===== src/rtl/tmr_pkg.sv =====
package tmr_pkg;
  localparam int DATA_W = 8;
  localparam int SEL_W  = 3;

  typedef enum logic [SEL_W-1:0] {
    SEL_STAT = 3'd0,
    SEL_PHI  = 3'd1,
    SEL_PLO  = 3'd2,
    SEL_AHI  = 3'd3,
    SEL_ALO  = 3'd4
  } sel_e;
endpackage


===== src/rtl/tmr_prescale.sv =====
module tmr_prescale #(
  parameter int PRE_W = 2
) (
  input  logic clk,
  input  logic rst_n,
  input  logic run_en,
  output logic tick
);
  logic [PRE_W-1:0] pre_q;
  logic [PRE_W-1:0] pre_d;

  always_comb begin
    pre_d = pre_q;
    if (run_en) pre_d = pre_q + 1'b1;
  end

  always_ff @(posedge clk or negedge rst_n) begin
    if (!rst_n) pre_q <= '0;
    else        pre_q <= pre_d;
  end

  // terminal phase of the divider gates one count step
  assign tick = run_en & (&pre_q);
endmodule


===== src/rtl/tmr_count.sv =====
module tmr_count #(
  parameter int CNT_W = 16
) (
  input  logic             clk,
  input  logic             rst_n,
  input  logic             tick,
  output logic [CNT_W-1:0] cnt,
  output logic             wrap
);
  localparam logic [CNT_W-1:0] CNT_MAX = {CNT_W{1'b1}};
  localparam logic [CNT_W-1:0] CNT_RST = CNT_MAX - CNT_W'(3);

  logic [CNT_W-1:0] cnt_q;
  logic [CNT_W-1:0] cnt_d;

  always_comb begin
    cnt_d = cnt_q;
    if (tick) cnt_d = cnt_q + 1'b1;
  end

  always_ff @(posedge clk or negedge rst_n) begin
    if (!rst_n) cnt_q <= CNT_RST;
    else        cnt_q <= cnt_d;
  end

  assign cnt  = cnt_q;
  assign wrap = tick & (cnt_q == CNT_MAX);
endmodule


===== src/rtl/tmr_rdlatch.sv =====
module tmr_rdlatch #(
  parameter int BYTE_W = 8
) (
  input  logic              clk,
  input  logic              rst_n,
  input  logic              hi_rd,
  input  logic              lo_rd,
  input  logic [BYTE_W-1:0] live_lo,
  output logic              pend,
  output logic [BYTE_W-1:0] lo_buf,
  output logic [BYTE_W-1:0] lo_val
);
  logic              pend_q;
  logic              pend_d;
  logic [BYTE_W-1:0] buf_q;
  logic [BYTE_W-1:0] buf_d;
  logic              capture;

  assign capture = hi_rd & ~pend_q;

  always_comb begin
    buf_d  = buf_q;
    pend_d = pend_q;
    if (capture) begin
      buf_d  = live_lo;
      pend_d = 1'b1;
    end else if (lo_rd) begin
      pend_d = 1'b0;
    end
  end

  always_ff @(posedge clk or negedge rst_n) begin
    if (!rst_n) begin
      buf_q  <= '0;
      pend_q <= 1'b0;
    end else begin
      buf_q  <= buf_d;
      pend_q <= pend_d;
    end
  end

  assign pend   = pend_q;
  assign lo_buf = buf_q;
  assign lo_val = pend_q ? buf_q : live_lo;
endmodule


===== src/rtl/tmr_ovf.sv =====
module tmr_ovf (
  input  logic clk,
  input  logic rst_n,
  input  logic wrap,
  input  logic stat_rd,
  input  logic phi_rd,
  input  logic ovf_ie,
  output logic flag,
  output logic armed,
  output logic irq
);
  logic flag_q, flag_d;
  logic arm_q, arm_d;

  always_comb begin
    flag_d = flag_q;
    arm_d  = arm_q;
    if (wrap) begin
      flag_d = 1'b1;
      arm_d  = 1'b0;
    end else begin
      if (phi_rd && arm_q) flag_d = 1'b0;
      if (stat_rd && flag_q) arm_d = 1'b1;
      else if (phi_rd)       arm_d = 1'b0;
    end
  end

  always_ff @(posedge clk or negedge rst_n) begin
    if (!rst_n) begin
      flag_q <= 1'b0;
      arm_q  <= 1'b0;
    end else begin
      flag_q <= flag_d;
      arm_q  <= arm_d;
    end
  end

  assign flag  = flag_q;
  assign armed = arm_q;
  assign irq   = flag_q & ovf_ie;
endmodule


===== src/rtl/tmr_coherent16.sv =====
module tmr_coherent16 #(
  parameter int CNT_W = 16,
  parameter int PRE_W = 2
) (
  input  logic                     clk,
  input  logic                     rst_n,
  input  logic                     run_en,
  input  logic                     ovf_ie,
  input  logic                     rd_en,
  input  logic [tmr_pkg::SEL_W-1:0] rd_sel,
  output logic [tmr_pkg::DATA_W-1:0] rd_data,
  output logic                     ovf_flag,
  output logic                     ovf_irq
);
  import tmr_pkg::*;

  localparam int HI_W = CNT_W - DATA_W;

  generate
    if (HI_W < 1 || HI_W > DATA_W) begin : g_bad_width
      $error("CNT_W must lie between 9 and 16");
    end
  endgenerate

  logic             tick;
  logic             wrap;
  logic [CNT_W-1:0] cnt;
  logic             pend;
  logic             armed;
  logic [DATA_W-1:0] lo_buf;
  logic [DATA_W-1:0] lo_val;
  logic [DATA_W-1:0] hi_val;
  logic             hi_rd, lo_rd, stat_rd, phi_rd;
  sel_e             sel;

  assign sel     = sel_e'(rd_sel);
  assign hi_rd   = rd_en & ((sel == SEL_PHI) | (sel == SEL_AHI));
  assign lo_rd   = rd_en & ((sel == SEL_PLO) | (sel == SEL_ALO));
  assign stat_rd = rd_en & (sel == SEL_STAT);
  assign phi_rd  = rd_en & (sel == SEL_PHI);
  assign hi_val  = DATA_W'(cnt[CNT_W-1:DATA_W]);

  tmr_prescale #(.PRE_W(PRE_W)) u_pre (
    .clk(clk), .rst_n(rst_n), .run_en(run_en), .tick(tick)
  );

  tmr_count #(.CNT_W(CNT_W)) u_cnt (
    .clk(clk), .rst_n(rst_n), .tick(tick), .cnt(cnt), .wrap(wrap)
  );

  tmr_rdlatch #(.BYTE_W(DATA_W)) u_lat (
    .clk(clk), .rst_n(rst_n), .hi_rd(hi_rd), .lo_rd(lo_rd),
    .live_lo(cnt[DATA_W-1:0]), .pend(pend), .lo_buf(lo_buf), .lo_val(lo_val)
  );

  tmr_ovf u_ovf (
    .clk(clk), .rst_n(rst_n), .wrap(wrap), .stat_rd(stat_rd), .phi_rd(phi_rd),
    .ovf_ie(ovf_ie), .flag(ovf_flag), .armed(armed), .irq(ovf_irq)
  );

  always_comb begin
    rd_data = '0;
    if (rd_en) begin
      case (sel)
        SEL_STAT:         rd_data = {ovf_flag, {(DATA_W-1){1'b0}}};
        SEL_PHI, SEL_AHI: rd_data = hi_val;
        SEL_PLO, SEL_ALO: rd_data = lo_val;
        default:          rd_data = '0;
      endcase
    end
  end
endmodule


===== config.mk =====
export PLATFORM = sky130hd
export DESIGN_NAME = tmr_coherent16
export DESIGN_NICKNAME = d
export VERILOG_FILES = /design/src/rtl/tmr_pkg.sv /design/src/rtl/tmr_prescale.sv /design/src/rtl/tmr_count.sv /design/src/rtl/tmr_rdlatch.sv /design/src/rtl/tmr_ovf.sv /design/src/rtl/tmr_coherent16.sv
export SDC_FILE = /design/constraint.sdc
export NUM_CORES = 1
export LEC_CHECK = 0
export BUFFER_PORTS_ARGS = -buffer_cell sky130_fd_sc_hd__buf_2
export CELL_PAD_IN_SITES_DETAIL_PLACEMENT = 0
export CELL_PAD_IN_SITES_GLOBAL_PLACEMENT = 1
export CORE_UTILIZATION = 25
export CTS_CLUSTER_DIAMETER = 150
export DETAILED_ROUTE_END_ITERATION = 10
export PLACE_DENSITY = 0.44
export SLEW_MARGIN = 10
export SYNTH_ARGS = -nofsm -noshare
export SYNTH_HDL_FRONTEND = slang
export SYNTH_SLANG_ARGS = --single-unit

===== constraint.sdc =====
create_clock -name clk -period 1.8 [get_ports clk]
set_clock_uncertainty 0.2 [all_clocks]
set_input_delay 0.45 -clock clk [delete_from_list [all_inputs] [get_ports clk]]
set_output_delay 0.45 -clock clk [all_outputs]
set_load 0.01 [all_outputs]

==> results.sh <==
export IMPL_drtIter0Drc=37
export IMPL_r2r_start="u_cnt.cnt[3]$_DFFE_PN1P_"
export IMPL_grt_max_degree=30
export IMPL_rsz0062_at_grt="yes"
export IMPL_powerDensity_mw_per_mm2=1000
export IMPL_overflow=0
export IMPL_syn_to_final_growth_pct=32.8
export IMPL_root_buffer="clkbuf_8"
export IMPL_clock_sinks=29
export IMPL_grt_pass1_wl_um=5330
export IMPL_startpoint="u_lat.pend$_DFFE_PN0P_"
export IMPL_finalPower_mw=2.00
export IMPL_ant_nets=0
export IMPL_cts_inserted_buffers=5
export IMPL_ys_types=31
export IMPL_initial_utilization=0.266
export IMPL_antenna_found_initial=0
export IMPL_failed_checks="setup timing"
export IMPL_syn_nets=146
export IMPL_clkLatencyLatePin_ps=280
export IMPL_synth_avg_cell_area_sq_um=11.0
export IMPL_place_congestion=0.704
export IMPL_hp_start="u_pre.pre_q[0]$_DFFE_PN0P_"
export IMPL_synthTopCellsByArea="dfrtp_1 25%, dfstp_2 25%, mux2_2 7.5%, xnor2_1 7.0%, mux2i_1 5.3%"
export IMPL_synth_warnings=0
export IMPL_wl_per_cell_um=12.5
export IMPL_die_h_um=79.5
export IMPL_final_cell_mix="19 x nand2_1, 17 x buf_2, 16 x buf_4"
export IMPL_maxCapViolCount=0
export IMPL_drive_above_1_share=0.458
export IMPL_fin_ws_ps=-268
export IMPL_slew_headroom=0.746
export IMPL_ys_ff_latch=29
export IMPL_critPathKind="flip-flop to output pin"
export IMPL_yosysTopAreaCell="dfrtp_1"
export IMPL_grt_pass1_vias=1080
export IMPL_drc_errors=0
export IMPL_dieWidth_um=79.5
export IMPL_yosysTopAreaCellShare=0.250
export IMPL_diodes=0
export IMPL_rows=27
export IMPL_vias=1074
export IMPL_cp_start_kind="flip-flop"
export IMPL_drt_pass1_iter_count=4
export IMPL_final_max_slew_violation_count=0
export IMPL_cp_max_fo=7
export IMPL_routed_via_density=4.31
export IMPL_hold_depth=1
export IMPL_rr_worst_depth=4
export IMPL_dp_hpwl_um=2370
export IMPL_synthCells=136
export IMPL_dp_slack_ps=-259
export IMPL_port_buffers=17
export IMPL_dieArea_sq_mm=0.00632
export IMPL_status="finished with violations"
export IMPL_vdd_drop_max_v=0.000405
export IMPL_fin_crit_sh=1.15
export IMPL_num_io_pins=18
export IMPL_ys_seq_area_frac=0.495
export IMPL_grt_total_usage=0.114
export IMPL_final_hold_violation_count=0
export IMPL_clkTransAtPathRegs_ps=70
export IMPL_netlist_area_sq_mm=0.00150
export IMPL_crit_required_ps=1150
export IMPL_clockBufferDepth=2
export IMPL_wl_um=3120
export IMPL_power_leakage_nw=0.890
export IMPL_fmax_mhz=484
export IMPL_period_minus_slack_ps=2070
export IMPL_crit_arrival_ps=1420
export IMPL_min_path_type="flip-flop to flip-flop"
export IMPL_setup_viol=8
export IMPL_coreArea_sq_mm=0.00564
export IMPL_htree_levels=2
export IMPL_cp_end_kind="output pin"
export IMPL_worstMarginPinSlew_ps=381
export IMPL_num_nets_final=186
export IMPL_cts_tree="built"
export IMPL_final_common_cell="nand2_1"
[metrics by stage]
step	area [sq um]	setup TNS (ps)	utilization	hold slack, ps	std cells
finish	1990	-2010	0.354	279	249
global route	1990	-2760	0.354	305	249
detailed placement	1810	-2870	0.321	265	240
global placement	1810	-2800	0.321	259	240
CTS	1930	-2330	0.342	278	249
floorplan	1500	0	-	-45.6	136
[registers in the layout, indices dropped and copies added, names as in the netlist]
signal,cells
u_lat.pend,1
u_pre.pre_q,2
u_lat.lo_buf,8
u_cnt.cnt,16
u_ovf.flag,1
u_ovf.armed,1
[kinds of logic after synthesis]
| family | after synthesis | share of synthesized area |
|---|---|---|
| xor+xnor | 17 | 0.0992 |
| fa+ha+maj | 2 | 0.0167 |
| buf+inv | 4 | 0.0117 |
| simple gates | 51 | 0.195 |
| flops | 29 | 0.495 |
| mux | 18 | 0.128 |
| compound gates | 15 | 0.0542 |
[routing by layer]
layer | share of wire | vias to the layer above | global-route usage
met5 | 0 | - | 0
met4 | 0.014 | 0 | 0.0545
met3 | 0.038 | 5 | 0.0366
met2 | 0.47 | 13 | 0.170
met1 | 0.48 | 511 | 0.147
li1 | - | 545 | -
[critical path, cell delays in order (launching register included)]
cell and delay, ps:
dfrtp_1 410, buf_12 160, mux2i_4 230, o22ai_2 80
and2_1 140, buf_2 130
[report_power, final]
| group | internal (mW) | switching (mW) |
|---|---|---|
| combinational | 0.240 | 0.196 |
| clock | 0.410 | 0.242 |
| sequential | 0.794 | 0.115 |
| total | 1.44 | 0.553 |
[worst paths after layout]
check	to	slack (ps)
max	rd_data[7]	-270
min	u_pre.pre_q[0]$_DFFE_PN0P_	280
max reg2reg	u_cnt.cnt[9]$_DFFE_PN1P_	120
min reg2reg	u_pre.pre_q[0]$_DFFE_PN0P_	280
max in group asynchronous	u_cnt.cnt[5]$_DFFE_PN1P_	560
min in group asynchronous	u_lat.lo_buf[7]$_DFFE_PN0P_	510
[cell type report]
class                   count  area (sq um)
flip-flops and latches     29           743
clock buffers               6          72.6
repair buffers             36           246
fillers                   572          3650
clock inverters             2          35.0
multi-input cells         103           803
well taps                  72          90.1
inverters                   1          3.75
[cell usage after synthesis]
library cell,instances
and3_1,2
dfrtp_1,15
nand4_1,3
nor3b_1,1
xnor2_1,12
and4_1,1
nand3_1,3
nand2_1,19
o21a_1,1
dfstp_2,14
ha_1,2
nor3_2,1
nor2b_1,2
o22ai_1,1
inv_1,1
nand4_2,1
or2_2,1
xor2_1,5
o21ai_0,10
a21oi_1,2
nor3_4,1
a22oi_1,1
buf_2,2
nand2b_1,2
clkbuf_1,1
nor2_1,3
nor2_4,1
mux2i_1,8
nand3_2,1
and2_1,9
mux2_2,10
[timing repair]
item | in CTS | in global routing
resized for setup | 1 | 17
pin swaps | 3 | 3
endpoints found under the setup margin | 8 | 14
hold buffers | 1 | 0
endpoints found under the hold margin | 15 | 0
setup buffers | 0 | 0
(Power assumes the default switching activity.)
